**config.mk**
```make
export PLATFORM = sky130hd
export DESIGN_NAME = knk_integrator
export DESIGN_NICKNAME = d
export VERILOG_FILES = /design/src/rtl/knk_pkg.sv /design/src/rtl/knk_rectify.sv /design/src/rtl/knk_rate_lut.sv /design/src/rtl/knk_accum.sv /design/src/rtl/knk_integrator.sv
export SDC_FILE = /design/constraint.sdc
export NUM_CORES = 1
export LEC_CHECK = 0
export BUFFER_PORTS_ARGS = -buffer_cell sky130_fd_sc_hd__buf_4
export CAP_MARGIN = 10
export CORE_UTILIZATION = 55
export DETAILED_ROUTE_END_ITERATION = 10
export PLACE_DENSITY = 0.82
export SLEW_MARGIN = 20
export SYNTH_ARGS = -nofsm -noshare
export SYNTH_HDL_FRONTEND = slang
export SYNTH_SLANG_ARGS = --single-unit
```
**constraint.sdc**
```tcl
create_clock -name clk_i -period 11.31 [get_ports clk_i]
set_clock_uncertainty 0.1 [all_clocks]
set_input_delay 1.131 -clock clk_i [delete_from_list [all_inputs] [get_ports clk_i]]
set_output_delay 1.131 -clock clk_i [all_outputs]
set_load 0.1 [all_outputs]
```
**src/rtl/knk_pkg.sv**
```systemverilog
package knk_pkg;

    localparam int SMP_W  = 12;
    localparam int OUT_W  = 10;
    localparam int FRAC_W = 14;
    localparam int RCP_W  = 16;
    localparam int CODE_W = 5;
    localparam int NCODE  = 1 << CODE_W;
    localparam int ACC_W  = OUT_W + FRAC_W;
    localparam int PROD_W = SMP_W + RCP_W;
    localparam int SUM_W  = PROD_W + 1;
    localparam int SHIFT  = RCP_W - FRAC_W;
    // 5 us sample period scaled by 2^16
    localparam int RATE_NUM = 5 * 65536;

    typedef struct packed {
        logic                    vld;
        logic signed [SMP_W-1:0] val;
    } knk_smp_t;

    typedef struct packed {
        logic             vld;
        logic [SMP_W-1:0] mag;
    } knk_mag_t;

    typedef struct packed {
        logic [OUT_W-1:0] value;
        logic             clamp;
    } knk_res_t;

    // time constant in microseconds for a code
    function automatic int knk_tau_us(input int c);
        if (c < 8)       return 40 + 5 * c;
        else if (c < 17) return 80 + 10 * (c - 8);
        else if (c < 25) return 160 + 20 * (c - 16);
        else             return 320 + 40 * (c - 24);
    endfunction

    function automatic logic [RCP_W-1:0] knk_rate(input int c);
        int t;
        t = knk_tau_us(c);
        return RCP_W'((RATE_NUM + t / 2) / t);
    endfunction

endpackage

```
**src/rtl/knk_rectify.sv**
```systemverilog
module knk_rectify
    import knk_pkg::*;
(
    input  knk_smp_t smp_i,
    output knk_mag_t mag_o
);
    logic [SMP_W-1:0] neg;

    always_comb begin
        neg        = SMP_W'(-smp_i.val);
        mag_o.vld  = smp_i.vld;
        mag_o.mag  = smp_i.val[SMP_W-1] ? neg : smp_i.val;
    end
endmodule

```
**src/rtl/knk_rate_lut.sv**
```systemverilog
module knk_rate_lut
    import knk_pkg::*;
(
    input  logic [CODE_W-1:0] code_i,
    output logic [RCP_W-1:0]  rate_o
);
    logic [RCP_W-1:0] tbl [NCODE];

    for (genvar i = 0; i < NCODE; i++) begin : g_ent
        assign tbl[i] = knk_rate(i);
    end

    assign rate_o = tbl[code_i];
endmodule

```
**src/rtl/knk_accum.sv**
```systemverilog
module knk_accum
    import knk_pkg::*;
(
    input  logic             clk_i,
    input  logic             rst_i,
    input  knk_mag_t         mag_i,
    input  logic [RCP_W-1:0] rate_i,
    input  logic             run_i,
    input  logic             start_i,
    output knk_res_t         res_o
);
    localparam logic [SUM_W-1:0] FULL = SUM_W'(1) << ACC_W;

    logic [ACC_W-1:0]  acc_q;
    logic              clamp_q;
    logic [PROD_W-1:0] prod;
    logic [SUM_W-1:0]  base, sum;

    always_comb begin
        prod = PROD_W'(mag_i.mag) * PROD_W'(rate_i);
        base = start_i ? '0 : SUM_W'(acc_q);
        sum  = base + SUM_W'(prod >> SHIFT);
    end

    always_ff @(posedge clk_i) begin
        if (rst_i) begin
            acc_q   <= '0;
            clamp_q <= 1'b0;
        end else if (run_i) begin
            if (start_i) clamp_q <= 1'b0;
            if (mag_i.vld) begin
                if (sum >= FULL) begin
                    acc_q   <= '1;
                    clamp_q <= 1'b1;
                end else begin
                    acc_q <= sum[ACC_W-1:0];
                end
            end else if (start_i) begin
                acc_q <= '0;
            end
        end
    end

    assign res_o.value = acc_q[ACC_W-1 -: OUT_W];
    assign res_o.clamp = clamp_q;
endmodule

```
**src/rtl/knk_integrator.sv**
```systemverilog
module knk_integrator
    import knk_pkg::*;
(
    input  logic              clk_i,
    input  logic              rst_i,
    input  logic              smp_vld_i,
    input  logic [SMP_W-1:0]  smp_dat_i,
    input  logic              int_hold_i,
    input  logic [CODE_W-1:0] tc_code_i,
    output logic [OUT_W-1:0]  value_o,
    output logic              clamp_o
);
    knk_smp_t         smp;
    knk_mag_t         mag;
    knk_res_t         res;
    logic [RCP_W-1:0] rate;
    logic             win_q;
    logic             start;

    assign smp.vld = smp_vld_i;
    assign smp.val = smp_dat_i;

    always_ff @(posedge clk_i) begin
        if (rst_i) win_q <= 1'b0;
        else       win_q <= int_hold_i;
    end

    assign start = int_hold_i & ~win_q;

    knk_rectify u_rect (.smp_i(smp), .mag_o(mag));

    knk_rate_lut u_lut (.code_i(tc_code_i), .rate_o(rate));

    knk_accum u_acc (
        .clk_i  (clk_i),
        .rst_i  (rst_i),
        .mag_i  (mag),
        .rate_i (rate),
        .run_i  (int_hold_i),
        .start_i(start),
        .res_o  (res)
    );

    assign value_o = res.value;
    assign clamp_o = res.clamp;
endmodule

```
==> results of run 1 <==
## final timing paths
path / start / end / slack [ns] / depth (start not counted)
worst min register to register: u_acc.clamp_q / u_acc.clamp_q / 0.42 / 2
worst max register to register: win_q / u_acc.acc_q[0] / 6.94 / 13
worst min-delay path: u_acc.clamp_q / u_acc.clamp_q / 0.42 / 2
worst max-delay path: smp_dat_i[0] / u_acc.acc_q[0] / 1.25 / 29
## flip-flops by register name, indices dropped and copies added, names as in the netlist
signal	cells
u_acc.acc_q	24
win_q	1
u_acc.clamp_q	1
## routing by layer
layer / share of wire, % / global-route usage [%] / wire length [um]
met1: 45 / 36.48 / 9153
met2: 47 / 44.45 / 9492
met3: 4.9 / 3.130 / 991
met4: 3.1 / 8.858 / 625
met5: 0 / 0 / 0
## logic make-up (layout without fill, tap and decap cells)
logic type	Yosys count	in the layout	share of synthesized area (%)
AOI/OAI and AO/OA	201	201	16.51
DFF	26	26	5.943
and+or+nand+nor	361	361	18.86
buffers and inverters	209	205	9.657
xor gates and xnor gates	49	49	5.071
adders and majority gates	221	221	42.03
muxes	15	15	1.929
## layout make-up
| cell class | instances | area share [%] |
|---|---|---|
| multi-input cells | 847 | 80.51 |
| inverters | 162 | 6.618 |
| flip-flops and latches | 26 | 5.664 |
| repair buffers | 39 | 3.186 |
| well taps | 211 | 2.873 |
| clock buffers | 3 | 0.8170 |
| clock inverters | 1 | 0.3268 |
## critical path, delay by kind of cell
kind	cells	cell delay (ns)
and+or+nand+nor	9	2.91
buffers and inverters	2	0.29
xor gates and xnor gates	1	0.55
adders and majority gates	8	3.51
AOI/OAI and AO/OA	9	1.66
## through the flow
step	std cells	util [%]	area (um^2)
detailed placement	1285	59.10	9084
floorplan	1082	-	8758
finish	1289	59.78	9189
global route	1289	59.78	9189
global placement	1285	59.06	9077
CTS	1289	59.78	9189
## layout by cell type (no fill, tap or decap), types with 5 or more instances in the layout
| master | netlist | final |
|---|---|---|
| inv_1 | 162 | 162 |
| nand2_1 | 143 | 143 |
| fa_1 | 122 | 122 |
| nor2_1 | 102 | 102 |
| ha_1 | 99 | 99 |
| a21oi_1 | 53 | 53 |
| and2_1 | 41 | 41 |
| buf_4 | 11 | 39 |
| o21ai_0 | 32 | 30 |
| xnor2_1 | 30 | 30 |
| dfxtp_1 | 26 | 26 |
| xor2_1 | 17 | 17 |
| nand3_1 | 16 | 16 |
| a21o_1 | 16 | 16 |
| a311oi_1 | 15 | 15 |
| nand2b_1 | 14 | 14 |
| o21a_1 | 14 | 14 |
| o21bai_1 | 10 | 10 |
| mux2i_1 | 9 | 9 |
| nor3_1 | 8 | 8 |
| a31oi_1 | 8 | 8 |
| or3_1 | 6 | 6 |
| nor2b_1 | 6 | 6 |
| a211oi_1 | 6 | 6 |
| mux2_2 | 5 | 5 |
| a211oi_2 | 5 | 5 |
==> summary.txt, run 1 <==
Global routing
  • Tot GR Track Use: 26.86%
  • Vias in the first global route: 7512
  • Pin count of the biggest net entering global routing: 31
  • Antenna violations before repair: 0
  • Grt ovf: 0
  • First-pass GRT wire length: 35.61 mm

Placement
  • Global placement routability congestion: 0.9259
  • Buffers added on ports: 31
  • Dpl hpwl: 16.92 mm
  • Place WS: 1.130 ns

Setup path
  • CP max stage cell: nor2_1
  • Kind of critical path: in2reg
  • Setup crit end kind: flip-flop
  • Critical Path Max Stage Delay: 0.76 ns
  • Crit-path most repeated cell: fa_1
  • WP data required: 11.31 ns
  • CP Launch Type: input pin
  • CP arrival: 10.06 ns
  • Crit-path max FO: 14

Timing
  • Worst-margin pin slew: 1.101 ns
  • Setup ws final: 1.253 ns
  • Slew HR: 26.08%
  • Final period util: 88.92%
  • RSZ-0062 raised after global routing: false
  • Final Slew Violations: 0
  • Final hold slack: 0.4159 ns
  • Final Hold Viols: 0
  • Final setup viols: 0
  • F_max: 99.43 MHz
  • Period minus WS final: 10.06 ns
  • Setup TNS: 0 ns

Clocking
  • Clock slew at reported path FFs: 0.07 ns
  • Setup Fix Bufs, Post-CTS: 0
  • Clock Sinks: 26
  • H-Tree Depth: 1
  • TritonCTS buffer count: 3
  • Skew-Pair Late Insertion Delay: 0.27 ns
  • Hold buffers post-CTS: 0
  • Clock buffer depth: 2
  • CTS resizes: 0
  • CTS tree: built
  • Root buf cell: clkbuf_16

Logic synthesis
  • Main area contributors after synthesis: fa_1, ha_1, inv_1
  • Synthesized instance count: 1082
  • FFs w/ async S/R, synth: 0%
  • Yosys reg bits: 26
  • Seq/Total Area, Yosys: 5.943%
  • Yosys warns: 0
  • Syn_nets: 1324
  • Top FF cell, synth: dfxtp_1
  • Top-count cell post-synth: inv_1
  • Post-synth EDFFs: 0
  • Syn Std Cell Area: 8758 um^2
  • Synth cell types: 72
  • Leading area contributor after synthesis: fa_1
  • Average cell area after synthesis: 8.095 um^2
  • Yosys top cell area share: 27.89%
  • Top cells by count, synth: inv_1, nand2_1, fa_1, nor2_1, ha_1

Floorplanning
  • Core area: 15370 um^2
  • I/O Pins: 32
  • Chip height: 128.2 um
  • Die W: 128.2 um
  • Cell Rows: 45
  • Initial Utilization: 56.98%
  • Die area: 16430 um^2

Drt
  • Total wire length: 20.26 mm
  • Antenna Nets Post-Route: 0
  • Vias: 7444
  • Wire per inst: 15.72 um
  • DRC: 0
  • First DRT Iteration DRCs: 459
  • 1st-pass router iterations: 5
  • Via density: 5.775

Layout
  • Multi-input gate area: 7398 um^2
  • Area added between synthesis and finish: 4.914%
  • Ant diodes: 0
  • Final #Nets: 1321
  • Register area: 520.5 um^2
  • Layout cell share with drive strength beyond 1: 6.957%
  • Fill cell count: 1388

Job
  • Total of max-cap violations: 0

Worst hold path
  • Hold Path Class: reg2reg

Status
  • Outcome: finished, final reports clean
Power of run 1 is not shown: default switching activity piles up to over one toggle a cycle in this logic, so the estimate is an artifact.
==> run 2, diff against run 1 <==
--- a/config.mk
+++ b/config.mk
@@ -10,7 +10,9 @@
 export CORE_UTILIZATION = 55
 export DETAILED_ROUTE_END_ITERATION = 10
 export PLACE_DENSITY = 0.82
+export RECOVER_POWER = 50
 export SLEW_MARGIN = 20
 export SYNTH_ARGS = -nofsm -noshare
 export SYNTH_HDL_FRONTEND = slang
+export SYNTH_HIERARCHICAL = 1
 export SYNTH_SLANG_ARGS = --single-unit
==> summary.txt, run 2 <==
Setup path
  • Crit-path max FO: 25 (+11)
  • CP Launch Type: input pin
  • CP max stage cell: a2bb2oi_1
  • Crit-path most repeated cell: fa_1
  • WP data required: 11.27 ns (-0.04 ns)
  • Critical Path Max Stage Delay: 0.82 ns (+0.06 ns)
  • Setup crit end kind: flip-flop
  • CP arrival: 9.82 ns (-0.24 ns)
  • Kind of critical path: in2reg

Timing
  • Period minus WS final: 9.864 ns (-0.1927 ns)
  • RSZ-0062 raised after global routing: false
  • Final Slew Violations: 28 (+28)
  • Final period util: 87.22% (-1.7 points)
  • Slew HR: -16.03% (-42 points)
  • F_max: 101.4 MHz (+2.0%)
  • Worst-margin pin slew: 1.740 ns (+0.6395 ns)
  • Setup TNS: 0 ns (unchanged)
  • Final hold slack: 0.4002 ns (-0.01570 ns)
  • Final setup viols: 0 (unchanged)
  • Final Hold Viols: 0 (unchanged)

Logic synthesis
  • Post-synth EDFFs: 0 (unchanged)
  • Top FF cell, synth: dfxtp_1
  • Yosys warns: 6 (+6)
  • FFs w/ async S/R, synth: 0% (unchanged)
  • Leading area contributor after synthesis: fa_1
  • Top cells by count, synth: inv_1, nand2_1, fa_1, ha_1, and2_1
  • Synthesized instance count: 1121 (+3.6%)
  • Seq/Total Area, Yosys: 5.458% (-0.48 points)
  • Main area contributors after synthesis: fa_1, ha_1, inv_1
  • Yosys top cell area share: 29.60% (+1.7 points)
  • Average cell area after synthesis: 8.507 um^2 (+5.1%)
  • Top-count cell post-synth: inv_1
  • Synth cell types: 79 (+9.7%)
  • Yosys reg bits: 26 (unchanged)
  • Syn Std Cell Area: 9537 um^2 (+8.9%)

Global routing
  • Antenna violations before repair: 0 (unchanged)
  • Grt ovf: 0 (unchanged)
  • Vias in the first global route: 7688 (+2.3%)
  • Pin count of the biggest net entering global routing: 48 (+55%)
  • First-pass GRT wire length: 35.21 mm (-1.1%)
  • Tot GR Track Use: 24.02% (-2.8 points)

Floorplanning
  • Core area: 16760 um^2 (+9.0%)
  • Die W: 133.7 um (+4.3%)
  • Die area: 17870 um^2 (+8.7%)
  • Cell Rows: 47 (+4.4%)
  • Chip height: 133.7 um (+4.3%)
  • I/O Pins: 32 (unchanged)
  • Initial Utilization: 56.90% (-0.078 points)

Clocking
  • Clock Sinks: 26 (unchanged)
  • TritonCTS buffer count: 3 (unchanged)
  • Clock buffer depth: 2 (unchanged)
  • Setup Fix Bufs, Post-CTS: 0 (unchanged)
  • Clock slew at reported path FFs: 0.07 ns (about the same)
  • CTS resizes: 0 (unchanged)
  • H-Tree Depth: 1 (unchanged)
  • Root buf cell: clkbuf_16
  • Skew-Pair Late Insertion Delay: 0.26 ns (about the same)
  • Hold buffers post-CTS: 0 (unchanged)
  • CTS tree: built

Drt
  • DRC: 0 (unchanged)
  • Top layer in use: met4
  • Wire per inst: 15.92 um (+1.3%)
  • Vias: 7724 (+3.8%)
  • Antenna Nets Post-Route: 0 (unchanged)
  • First DRT Iteration DRCs: 555 (+21%)
  • DR WL met2: 10.91 mm (+15%)
  • Wire length on met3: 947 um (-4.4%)
  • Via density: 5.838 (+1.1%)
  • Wl on met1: 8.746 mm (-4.4%)
  • Total wire length: 21.06 mm (+3.9%)
  • 1st-pass router iterations: 5 (unchanged)

Layout
  • Most common cell after layout, fill and taps aside: inv_1
  • Fill cell count: 1463 (+5.4%)
  • Area added between synthesis and finish: 3.398%
  • Ant diodes: 0 (unchanged)
  • Top reg by flops: u_acc/acc_q
  • Max FFs per register: 24 (unchanged)
  • Final #Nets: 1363 (+3.2%)
  • Layout Utilization: 58.84% (-0.94 points)
  • Layout cell share with drive strength beyond 1: 7.706% (+0.75 points)
  • Most frequent cells in the layout: inv_1, nand2_1, fa_1
  • Non-Filler Instances: 1323 (+2.6%)
  • Top flop regs: u_acc/acc_q: 24 flops, u_acc/clamp_q: 1 flops, win_q: 1 flops

Placement
  • Buffers added on ports: 31 (unchanged)
  • Post-Place Cells: 1319 (+2.6%)
  • Dpl hpwl: 16.23 mm (-4.1%)
  • Global placement routability congestion: 0.8864 (-4.3%)

Worst hold path
  • Hold Path Class: reg2reg

Status
  • Failing checks: capacitance limit, slew limit
  • Outcome: finished with violations

Job
  • Total of max-cap violations: 1 (+1)
## run 2: cell types whose count changed after synthesis, sizes merged, moves of 11 or more
cell	before	now
clkbuf	30	41
nor2b	6	31
a21oi	55	84
fa	122	141
nor2	102	28
and2	41	92
a211oi	11	32
## run 2: worst paths after layout
path | from | end | slack [ns] | cells past startpoint
min | u_acc/acc_q[1] | u_acc/acc_q[1] | 0.40 | 2
min reg2reg | u_acc/acc_q[1] | u_acc/acc_q[1] | 0.40 | 2
max | tc_code_i[0] | u_acc/acc_q[16] | 1.45 | 31
max reg2reg | win_q | u_acc/acc_q[16] | 7.43 | 11
## run 2: final cells by class
cell class	count	area, um^2	area share (%)
multi-input cells	874	8094	82.08
inverters	156	588.1	5.964
flip-flops and latches	26	520.5	5.279
repair buffers	43	277.8	2.817
well taps	220	275.3	2.792
clock buffers	3	75.07	0.7613
clock inverters	1	30.03	0.3045
## run 2: cell families after synthesis
family | synth area share (%)
adder cells (fa/ha/maj) | 42.32
flip-flops | 5.458
multiplexers | 2.112
AO/OA/AOI/OAI | 17.13
AND/OR/NAND/NOR | 18.33
XOR/XNOR | 4.776
other | 0.03932
buffers and inverters | 9.827
## run 2: metrics by stage
step	setup WS, ns	area (um^2)
2_1_floorplan	2.418	9540
3_3_place_gp	1.692	9822
3_5_place_dp	1.543	9822
4_1_cts	1.747	9927
5_1_grt	1.002	9861
6_report	1.446	9861
## run 2: routing by layer
metal | global-route usage (%) | vias to the layer above
met2 | 42.56 | 216
met5 | 0 | -
met3 | 2.093 | 47
li1 | - | 3614
met4 | 6.187 | 0
met1 | 31.46 | 3847
## run 2: critical path: cells and delay by family
family / cells / cell delay (ns)
compound gates: 11 / 3.43
fa+ha+maj: 8 / 3.45
simple gates: 7 / 1.15
buf+inv: 4 / 0.42
xor+xnor: 1 / 0.20
Power of run 2 is left out for the same reason.
==> run 3, diff against run 2 <==
--- a/config.mk
+++ b/config.mk
@@ -14,5 +14,4 @@
 export SLEW_MARGIN = 20
 export SYNTH_ARGS = -nofsm -noshare
 export SYNTH_HDL_FRONTEND = slang
-export SYNTH_HIERARCHICAL = 1
 export SYNTH_SLANG_ARGS = --single-unit
==> summary.txt, run 3 (same netlist as run 1, synthesis figures left out) <==
Clocking
  • Clock slew at reported path FFs: 0.07 ns (about the same)
  • Hold buffers post-CTS: 0 (unchanged)
  • Skew-Pair Late Insertion Delay: 0.27 ns (about the same)
  • Clock buffer depth: 2 (unchanged)
  • Setup Fix Bufs, Post-CTS: 0 (unchanged)
  • Root buf cell: clkbuf_16
  • CTS resizes: 0 (unchanged)
  • TritonCTS buffer count: 3 (unchanged)
  • H-Tree Depth: 1 (unchanged)
  • Clock Sinks: 26 (unchanged)
  • CTS tree: built

Timing
  • Slew HR: 21.36% (+37 points)
  • Worst-margin pin slew: 1.185 ns (-0.5557 ns)
  • Final Hold Viols: 0 (unchanged)
  • Final hold slack: 0.4125 ns (+0.01229 ns)
  • Final period util: 91.33% (+4.1 points)
  • Final setup viols: 0 (unchanged)
  • F_max: 96.81 MHz (-4.5%)
  • Final Slew Violations: 0 (-100%)
  • Period minus WS final: 10.33 ns (+0.4649 ns)
  • Setup TNS: 0 ns (unchanged)
  • RSZ-0062 raised after global routing: false

Floorplanning
  • Chip height: 128.2 um (-4.1%)
  • Core area: 15370 um^2 (-8.3%)
  • Initial Utilization: 56.98% (+0.078 points)
  • Die area: 16430 um^2 (-8.0%)
  • Cell Rows: 45 (-4.3%)
  • Die W: 128.2 um (-4.1%)
  • I/O Pins: 32 (unchanged)

Drt
  • DRC: 0 (unchanged)
  • Wire per inst: 15.71 um (-1.3%)
  • Antenna Nets Post-Route: 0 (unchanged)
  • Via density: 5.777 (-1.1%)
  • Vias: 7446 (-3.6%)
  • Top layer in use: met4
  • 1st-pass router iterations: 5 (unchanged)
  • Wire length on met3: 1.060 mm (+12%)
  • Wl on met1: 9.069 mm (+3.7%)
  • DR WL met2: 9.495 mm (-13%)
  • First DRT Iteration DRCs: 453 (-18%)
  • Total wire length: 20.25 mm (-3.9%)

Job
  • Total of max-cap violations: 0 (-1)

Setup path
  • Critical Path Max Stage Delay: 0.75 ns (-0.07 ns)
  • CP arrival: 10.32 ns (+0.50 ns)
  • WP data required: 11.30 ns (+0.03 ns)
  • Worst R2R Path Depth: 13 (+2)
  • Crit-path max FO: 14 (-44%)
  • Setup slack, reg-to-reg: 6.95 ns (-0.48 ns)
  • Reg2reg end: u_acc.acc_q[0]
  • Kind of critical path: in2reg
  • CP Launch Type: input pin
  • Crit-path most repeated cell: fa_1
  • Setup crit end kind: flip-flop
  • CP max stage cell: nor2_1
  • Critical R2R Launch: win_q

Placement
  • Global placement routability congestion: 0.9259 (+4.5%)
  • Buffers added on ports: 31 (unchanged)
  • Dpl hpwl: 16.92 mm (+4.2%)

Global routing
  • Grt ovf: 0 (unchanged)
  • Pin count of the biggest net entering global routing: 31 (-35%)
  • Antenna violations before repair: 0 (unchanged)
  • Vias in the first global route: 7512 (-2.3%)
  • First-pass GRT wire length: 35.61 mm (+1.1%)
  • Tot GR Track Use: 26.86% (+2.8 points)

Layout
  • Area added between synthesis and finish: 4.100%
  • Ant diodes: 0 (unchanged)
  • Most common cell after layout, fill and taps aside: inv_1
  • Max FFs per register: 24 (unchanged)
  • Top flop regs: u_acc.acc_q: 24 flops, u_acc.clamp_q: 1 flops, win_q: 1 flops
  • Top reg by flops: u_acc.acc_q
  • Final #Nets: 1321 (-3.1%)
  • Most frequent cells in the layout: inv_1, nand2_1, fa_1
  • Layout cell share with drive strength beyond 1: 5.380% (-2.3 points)

Worst hold path
  • Hold EP: u_acc.clamp_q
  • Hold_sp: u_acc.clamp_q
  • Worst hold path depth: 2 (unchanged)
  • Hold Path Class: reg2reg

Status
  • Outcome: finished, final reports clean
-- run 3: changes by cell type in the layout (fill, tap and decap cells not counted), sizes merged, moves of 6 or more --
cell	before	now
a211oi	32	11
a21oi	84	55
a31oi	3	9
and2	92	41
fa	141	122
inv	156	162
nand3	7	16
nor2	28	102
nor2b	31	6
o21a	7	14
o21ai	27	36
xnor2	39	32
-- run 3: per-layer routing --
metal  GRT usage [%]  vias up
li1                -     3546
met1           36.48     3604
met2           44.45      238
met3           3.130       58
met4           8.858        0
met5               0        -
-- run 3: final cells by class --
class,count,area [um^2]
Multi-Input combinational cell,847,7376
Fill cell,1405,6254
Inverter,162,608.1
Sequential cell,26,520.5
Tap cell,211,264.0
Timing Repair Buffer,39,244.0
Clock buffer,3,75.07
Clock inverter,1,30.03
-- run 3: through the flow --
| stage | cells | instance area (um^2) | utilization [%] | setup WS (ns) |
|---|---|---|---|---|
| 2_1_floorplan | 1082 | 8758 | - | 2.414 |
| 3_3_place_gp | 1285 | 9077 | 59.06 | 1.039 |
| 3_5_place_dp | 1285 | 9084 | 59.10 | 1.130 |
| 4_1_cts | 1289 | 9189 | 59.78 | 1.366 |
| 5_1_grt | 1289 | 9117 | 59.32 | 0.4546 |
| 6_report | 1289 | 9117 | 59.32 | 0.9809 |
-- run 3: worst max-delay path: cells and delay by family --
| kind | cells | cell delay (ns) |
|---|---|---|
| compound gates | 9 | 1.42 |
| xor+xnor | 1 | 0.63 |
| buf+inv | 3 | 0.77 |
| simple gates | 9 | 2.76 |
| fa+ha+maj | 8 | 3.57 |
-- run 3: worst max-delay path by stage --
stage                     cells after the start  slack (ns)         start               to
after floorplan                              28        2.41  smp_dat_i[4]  u_acc.acc_q[11]
after global placement                       27        1.04  smp_dat_i[4]  u_acc.acc_q[22]
after detailed placement                     31        1.13  smp_dat_i[4]   u_acc.acc_q[0]
after CTS                                    31        1.37  smp_dat_i[0]   u_acc.acc_q[0]
after global routing                         32        0.45  smp_dat_i[0]   u_acc.acc_q[3]
final                                        30        0.98  smp_dat_i[0]   u_acc.acc_q[0]
Power of run 3 is left out for the same reason.
